File: src/rtl/msi_pkg.sv
package msi_pkg;

  typedef enum logic [1:0] {
    LINE_I = 2'd0,
    LINE_S = 2'd1,
    LINE_M = 2'd2
  } lineStateT;

  // strobes from control to the state array
  typedef struct packed {
    logic      cpuWrEn;
    lineStateT cpuNext;
    logic      snpWrEn;
    lineStateT snpNext;
  } stateStrobesT;

endpackage

File: src/rtl/msi_state_array.sv
module msi_state_array
  import msi_pkg::*;
#(
  parameter int NUM_LINES = 8,
  parameter int IDX_W     = 3
) (
  input  logic                 clk,
  input  logic                 rstN,
  input  stateStrobesT         strobes,
  input  logic [IDX_W-1:0]     cpuIdx,
  input  logic [IDX_W-1:0]     snpIdx,
  output lineStateT            cpuState,
  output lineStateT            snpState
);

  lineStateT lineQ [NUM_LINES];

  // processor write takes precedence: it was evaluated after the snoop
  for (genvar g = 0; g < NUM_LINES; g++) begin : gLine
    always_ff @(posedge clk) begin
      if (!rstN) begin
        lineQ[g] <= LINE_I;
      end else if (strobes.cpuWrEn && (cpuIdx == IDX_W'(g))) begin
        lineQ[g] <= strobes.cpuNext;
      end else if (strobes.snpWrEn && (snpIdx == IDX_W'(g))) begin
        lineQ[g] <= strobes.snpNext;
      end
    end
  end

  assign cpuState = lineQ[cpuIdx];
  assign snpState = lineQ[snpIdx];

endmodule

File: src/rtl/msi_ctl.sv
module msi_ctl
  import msi_pkg::*;
#(
  parameter int IDX_W = 3
) (
  input  logic             cpuReq,
  input  logic             cpuWrite,
  input  logic [IDX_W-1:0] cpuIdx,
  input  logic             busGrant,
  input  logic             snpValid,
  input  logic             snpExcl,
  input  logic [IDX_W-1:0] snpIdx,
  input  lineStateT        cpuState,
  input  lineStateT        snpState,
  output logic             cpuReady,
  output logic             busReqValid,
  output logic             busReqExcl,
  output logic             flushValid,
  output stateStrobesT     strobes
);

  lineStateT snpNext;
  lineStateT effState;
  logic      snpOnM;
  logic      sameLine;
  logic      needBus;

  // snoop side
  always_comb begin
    snpOnM = (snpState == LINE_M);
    if (snpExcl)     snpNext = LINE_I;
    else if (snpOnM) snpNext = LINE_S;
    else             snpNext = snpState;
  end

  assign flushValid = snpValid && snpOnM;

  // processor side sees the post-snoop state of a colliding line
  assign sameLine = snpValid && (snpIdx == cpuIdx);
  assign effState = sameLine ? snpNext : cpuState;

  always_comb begin
    if (cpuWrite) needBus = (effState != LINE_M);
    else          needBus = (effState == LINE_I);
  end

  assign busReqValid = cpuReq && needBus;
  assign busReqExcl  = busReqValid && cpuWrite;
  assign cpuReady    = cpuReq && (!needBus || busGrant);

  always_comb begin
    strobes.snpWrEn = snpValid && (snpNext != snpState);
    strobes.snpNext = snpNext;
    strobes.cpuWrEn = cpuReady;
    if (cpuWrite)                 strobes.cpuNext = LINE_M;
    else if (effState == LINE_I)  strobes.cpuNext = LINE_S;
    else                          strobes.cpuNext = effState;
  end

endmodule

File: src/rtl/msi_line_ctrl.sv
module msi_line_ctrl
  import msi_pkg::*;
#(
  parameter int NUM_LINES = 8,
  localparam int IDX_W    = (NUM_LINES > 1) ? $clog2(NUM_LINES) : 1
) (
  input  logic             clk,
  input  logic             rstN,
  input  logic             cpuReq,
  input  logic             cpuWrite,
  input  logic [IDX_W-1:0] cpuIdx,
  output logic             cpuReady,
  output logic             busReqValid,
  output logic             busReqExcl,
  output logic [IDX_W-1:0] busReqIdx,
  input  logic             busGrant,
  input  logic             snpValid,
  input  logic             snpExcl,
  input  logic [IDX_W-1:0] snpIdx,
  output logic             flushValid,
  output logic [IDX_W-1:0] flushIdx
);

  stateStrobesT strobes;
  lineStateT    cpuState;
  lineStateT    snpState;

  msi_state_array #(
    .NUM_LINES(NUM_LINES),
    .IDX_W    (IDX_W)
  ) uArray (
    .clk     (clk),
    .rstN    (rstN),
    .strobes (strobes),
    .cpuIdx  (cpuIdx),
    .snpIdx  (snpIdx),
    .cpuState(cpuState),
    .snpState(snpState)
  );

  msi_ctl #(
    .IDX_W(IDX_W)
  ) uCtl (
    .cpuReq     (cpuReq),
    .cpuWrite   (cpuWrite),
    .cpuIdx     (cpuIdx),
    .busGrant   (busGrant),
    .snpValid   (snpValid),
    .snpExcl    (snpExcl),
    .snpIdx     (snpIdx),
    .cpuState   (cpuState),
    .snpState   (snpState),
    .cpuReady   (cpuReady),
    .busReqValid(busReqValid),
    .busReqExcl (busReqExcl),
    .flushValid (flushValid),
    .strobes    (strobes)
  );

  assign busReqIdx = cpuIdx;
  assign flushIdx  = snpIdx;

endmodule

File: config.mk
export PLATFORM = sky130hd
export DESIGN_NAME = msi_line_ctrl
export DESIGN_NICKNAME = d
export VERILOG_FILES = /design/src/rtl/msi_pkg.sv /design/src/rtl/msi_state_array.sv /design/src/rtl/msi_ctl.sv /design/src/rtl/msi_line_ctrl.sv
export SDC_FILE = /design/constraint.sdc
export NUM_CORES = 1
export LEC_CHECK = 0
export ABC_CLOCK_PERIOD_IN_PS = 4400
export BUFFER_PORTS_ARGS = -buffer_cell sky130_fd_sc_hd__buf_2
export CORE_UTILIZATION = 52
export DETAILED_ROUTE_END_ITERATION = 10
export GPL_ROUTABILITY_DRIVEN = 0
export GPL_TIMING_DRIVEN = 0
export MAX_ROUTING_LAYER = met4
export PLACE_DENSITY = 0.84
export SYNTH_ARGS = -nofsm -noshare
export SYNTH_HDL_FRONTEND = slang
export SYNTH_SLANG_ARGS = --single-unit
File: constraint.sdc
create_clock -name clk -period 4.4 [get_ports clk]
set_input_delay 0.88 -clock clk [delete_from_list [all_inputs] [get_ports clk]]
set_output_delay 0.88 -clock clk [all_outputs]
set_load 0.02 [all_outputs]
Word-level counts from Yosys, hierarchy flattened
Memory sizes are Yosys's and may differ from the RTL's.
Index checks and enable logic that the tools add are counted.
{"block": "totals", "regBits": 0, "ram_bits": 16, "inputBits": 13, "memories": 1}
{"block": "classes", "n_eq_ne": 18, "muxes": 79, "bitwise": 16, "reduce_logical": 27}
{"memory": "uArray.lineQ", "depth": 8, "word_bits": 2, "rd": 2, "rd_clocked_by_memory_dff": 0, "wr": 8, "line_no": "msi_state_array.sv:16", "source": "lineStateT lineQ [NUM_LINES];"}
{"op": "2-to-1 mux 1 bit", "count": 58}
{"op": "2-to-1 mux 2 bit", "count": 21}
{"op": "equality test 3 bit (second input constant)", "count": 8}
{"op": "logical AND 1 bit", "count": 22}
{"op": "bitwise OR 1 bit", "count": 16}
{"op": "equality test 3 x 2 -> 1 bit (second input constant)", "count": 4}
{"op": "equality test 3 x 1 -> 1 bit (second input constant)", "count": 2}
{"op": "logical NOT 3 bit", "count": 2}
{"op": "equality test 3 bit", "count": 1}
{"op": "equality test 2 bit (second input constant)", "count": 1}
{"op": "logical NOT 2 bit", "count": 1}
{"op": "!= test 2 bit", "count": 1}
{"op": "!= test 2 bit (second input constant)", "count": 1}
{"op": "logical NOT 1 bit", "count": 1}
{"op": "logical OR 1 bit", "count": 1}

Longest topological paths before layout
An unclocked memory read counts as a cell.
{"block": "logic_depth", "ltp_word": 16, "mapped_depth": 9, "depth_no_buf": 6}

By module
From an unflattened synthesis, not the netlist that was laid out.
{"block": "unflattened", "cells_unflattened": 136, "hier_area_um2": 1388.8}
{"module": "msi_state_array", "instances": 1, "cells_each": 105, "area_each_um2": 1181.1, "seq_area_each_um2": 480.5}
{"module": "msi_ctl", "instances": 1, "cells_each": 25, "area_each_um2": 162.7, "seq_area_each_um2": 0.0}
{"module": "msi_line_ctrl", "instances": 1, "cells_each": 6, "area_each_um2": 45.0, "seq_area_each_um2": 0.0}

Least setup slack after synthesis
OpenSTA, ideal clock, no wires.
{"block": "synth_timing", "kind": "input port to output port", "startpoint": "in snpIdx[1]", "endpoint": "out cpuReady", "arrival_time_ns": 2.807, "required_ns": 3.520, "slack_ns": 0.713, "path_stages": 7, "path_buffers": 2, "cell_sequence": "clkbuf_1 mux4_2 a2111oi_4 a211oi_2 and2_1 buf_2 nor2b_1"}
{"block": "synth_between", "elab_chain_cells": 10}
{"item": "start, declared", "line_no": "msi_line_ctrl.sv:19", "source": "input logic [IDX_W-1:0] snpIdx,"}
{"item": "memory read (8 x 2 bit)"}
{"item": "equality test 2 bit", "line_no": "msi_ctl.sv:30", "source": "snpOnM = (snpState == LINE_M);"}
{"item": "2-to-1 mux 2 bit", "line_no": "msi_ctl.sv:32", "source": "else if (snpOnM) snpNext = LINE_S;"}
{"item": "2-to-1 mux 2 bit", "line_no": "msi_ctl.sv:31", "source": "if (snpExcl) snpNext = LINE_I;"}
{"item": "2-to-1 mux 2 bit *", "line_no": "msi_ctl.sv:40", "source": "assign effState = sameLine ? snpNext : cpuState;"}
{"item": "!= test 2 bit or logical NOT 2 bit (tied branches)", "line_no": "msi_ctl.sv:43, msi_ctl.sv:44"}
{"item": "2-to-1 mux 1 bit *", "line_no": "msi_ctl.sv:43", "source": "if (cpuWrite) needBus = (effState != LINE_M);"}
{"item": "logical NOT 1 bit *", "line_no": "msi_ctl.sv:49", "source": "assign cpuReady = cpuReq && (!needBus || busGrant);"}
{"item": "logical OR 1 bit *", "line_no": "msi_ctl.sv:49"}
{"item": "logical AND 1 bit *", "line_no": "msi_ctl.sv:49"}
{"item": "end, declared", "line_no": "msi_line_ctrl.sv:12", "source": "output logic cpuReady,"}
Mark *: on every way between the ends. The rest lies on a longest branch, timed or not.

Worst setup path after layout
{"block": "layout_timing", "startpoint": "in snpIdx[0]", "endpoint": "out busReqValid"}
{"block": "layout_between", "elab_chain_cells": 8}
{"item": "memory read (8 x 2 bit)"}
{"item": "equality test 2 bit", "line_no": "msi_ctl.sv:30"}
{"item": "2-to-1 mux 2 bit", "line_no": "msi_ctl.sv:32"}
{"item": "2-to-1 mux 2 bit", "line_no": "msi_ctl.sv:31"}
{"item": "2-to-1 mux 2 bit *", "line_no": "msi_ctl.sv:40"}
{"item": "!= test 2 bit or logical NOT 2 bit (tied branches)", "line_no": "msi_ctl.sv:43, msi_ctl.sv:44"}
{"item": "2-to-1 mux 1 bit *", "line_no": "msi_ctl.sv:43"}
{"item": "logical AND 1 bit *", "line_no": "msi_ctl.sv:47", "source": "assign busReqValid = cpuReq && needBus;"}
{"item": "end, declared", "line_no": "msi_line_ctrl.sv:13", "source": "output logic busReqValid,"}
Marks and branches as above.

==> flow_metrics.tcl <==
set metrics [dict create \
    synthAdderAreaFrac_pct 0 \
    routed_via_density 6.61 \
    synthToLayoutAreaGrowth_pct 10.5 \
    worstPathCellList "buf_2, buf_6, mux4_2, mux2i_2, a2111oi_4, a211oi_2, buf_2, and2_1, buf_2" \
    synth_ff_type "edfxtp_1" \
    grt_use_met2_pct 51.8 \
    setup_violations 0 \
    ys_seq_area_share_pct 32.9 \
    maxCapViolCount 0 \
    maxSlewHeadroom_pct 66.7 \
    h-tree-depth 1 \
    p_leak_nw 0.611 \
    power_w 0.000392 \
    finalHoldViolCount 0 \
    antenna_found_initial 0 \
    grt_pass1_vias 1235 \
    critPathMaxStageDelay_ns 0.51 \
    wire_per_inst_microns 19.0 \
    design_area_sq_um 1610 \
    post_cts_resized 0 \
    io_buffers 18 \
    route.detailed.drc 0 \
    worst_path_most_repeated_cell "buf_2" \
    cts_tree "built" \
    netlist_top_cells_count "16 x edfxtp_1, 15 x mux2i_1" \
    top_register "uArray.lineQ" \
    clk_pin_slew_ns 0.09 \
    async_flop_share_pct 0 \
    cts-buffers-inserted 3 \
    grt_first_pass_wirelength_mm 6.04 \
    largestRegisters "uArray.lineQ: 16 flops" \
    hold_buffers 0 \
    synth.most_common_cell "edfxtp_1" \
    drt_iter0_drc 51 \
    clk-insertion-delay-late_ns 0.29 \
    yosys-mux-area-fraction_pct 20.7 \
    tightestPinTransition_ns 0.499 \
    synth_area_sq_um 1460 \
    core_sq_um 2570 \
    die_h_microns 55.0 \
    synth_top_family_by_area "simple AND/OR/NAND/NOR gates" \
    crit_type "in -> out" \
    r2r_start "uArray.lineQ[6][1]$_DFFE_PP_" \
    placed_cells 193 \
    finalMaxSlewViolations 0 \
    worstRegToRegCells 7 \
    nNetsFinal 181 \
    grt_overflow 0 \
    synth_top_area_share_pct 32.9 \
    postCtsSetupBuffers 0 \
    yosys_warnings 0 \
    cts_sinks 16 \
    synth_cell_types 36 \
    met3_usage_pct 2.19 \
    finalCritPeriodShare_pct 91.0 \
    drtPass1Iterations 4 \
    diodes 0 \
    cp_max_fo 10 \
    synthCells 145 \
    dpl_cell_area_sq_um 1590 \
    fmax_mhz 250 \
    post-route-util_pct 62.8 \
    finClkSkew_ns 0.00930 \
    largest_reg_flops 16 \
    hpwl_mm 2.90 \
    yosysTopAreaCell "edfxtp_1" \
    cts_root_buf "clkbuf_4" \
    grt_usage_pct 30.3 \
    min-delay-start "cpuReq" \
    min_path_type "in -> reg" \
    status "finished, final reports clean" \
    powerDensity_nw_per_um2 243 \
    rows 18 \
    grt_util_met1_pct 37.5 \
    fin_setup_tns_ns 0 \
    r2r-end "uArray.lineQ[7][0]$_DFFE_PP_" \
    synth_compound_area_share_pct 14.5 \
    start_kind "input port" \
    rrSetupSlack_ns 1.73 \
    die_x_microns 55.0 \
    yosys-top-cells-area "edfxtp_1 33%, mux2i_1 10%, o221ai_1 4.8%" \
    arrival_ns 3.12 \
    fp.dieArea_sq_um 3020 \
    synth_edf_count 16 \
    fin_cells 197 \
    yosys.area_share.simple_pct 22.3 \
    initial_core_util_pct 56.8 \
    antenna_left 0 \
    cp-end-kind "primary output" \
    avgSynthCellArea_sq_um 10.1 \
    min_path_cells 2 \
    routed_wirelength_mm 3.74 \
    hold_end "uArray.lineQ[1][1]$_DFFE_PP_" \
    rsz0062_at_grt "no" \
    cp_slowest_cell "mux4_2" \
    grt_most_used_layer "met2" \
    via_count 1303 \
    io_pins 23 \
    synth_xor_area_share_pct 1.80 \
    fin_crit_ns 4.00 \
    syn-num-nets 158 \
    cts_buffer_depth 2 \
    synth-seq-cells 16 \
    worstPathRequired_ns 3.52 \
    grt_max_degree 11 \
    ir_drop_v 0.000233 \
    layout-drive-gt1-share_pct 29.3 \
]
[layout by cell type, fill, tap and decap left out, types with 4 or more instances in the layout]
master and instances:
buf_4 6, nand2_1 8, nand3b_1 4, nor2b_1 6, buf_2 22, mux2i_1 15
o221ai_1 8, a21oi_1 8, nor2_1 8, nand2b_1 5, inv_1 4, clkbuf_1 6
mux2_2 5, edfxtp_1 16
[layer usage]
metal | part of all wire [%] | vias to the layer above
met5 | 0 | -
met4 | 1.9 | 0
met3 | 8.7 | 10
met2 | 50 | 79
met1 | 39 | 614
li1 | - | 600
[layout make-up]
| type | instances | area [sq um] |
|---|---|---|
| buffer | 17 | 98.8 |
| sequential | 16 | 480 |
| fill | 214 | 955 |
| inverter | 4 | 15.0 |
| multi-input combinational | 108 | 865 |
| clock inverter | 1 | 3.75 |
| timing repair buffer | 18 | 90.1 |
| tap | 30 | 37.5 |
| clock buffer | 3 | 22.5 |
[power breakdown]
part	internal [W]	switching [W]	total [W]	leakage, nW
clock	0.0000330	0.0000489	0.0000819	0.0154
combinational	0.0000490	0.0000782	0.000127	0.430
sequential	0.000177	0.00000569	0.000182	0.166
total	0.000259	0.000133	0.000392	0.611
[worst max path at each step]
stage / depth (start not counted) / end / slack, ns / startpoint
2_1_floorplan: 7 / cpuReady / 0.71 / snpIdx[1]
3_3_place_gp: 9 / busReqValid / 0.51 / snpIdx[0]
3_5_place_dp: 9 / busReqValid / 0.46 / snpIdx[0]
4_1_cts: 9 / busReqValid / 0.46 / snpIdx[0]
5_1_grt: 10 / cpuReady / 0.26 / cpuIdx[2]
6_report: 9 / busReqValid / 0.40 / snpIdx[0]
[metrics by stage]
stage / worst slack, ns / hold slack, ns
CTS: 0.459 / 1.09
finish: 0.396 / 1.08
global route: 0.257 / 1.08
floorplan: 0.713 / 1.12
detailed placement: 0.456 / 1.35
global placement: 0.515 / 1.28
[cells by family after synthesis]
family	count (synthesis)
and+or+nand+nor	55
AOI/OAI and AO/OA	25
muxes	25
buffers and inverters	21
DFF	16
xor gates and xnor gates	3
[worst max-delay path, delay by kind of cell]
family                 cells  cell delay (ns)
multiplexers               2             0.87
buffers and inverters      4             0.75
AO/OA/AOI/OAI              2             0.46
AND/OR/NAND/NOR            1             0.16
No activity file was read; power rests on OpenSTA's default activity.
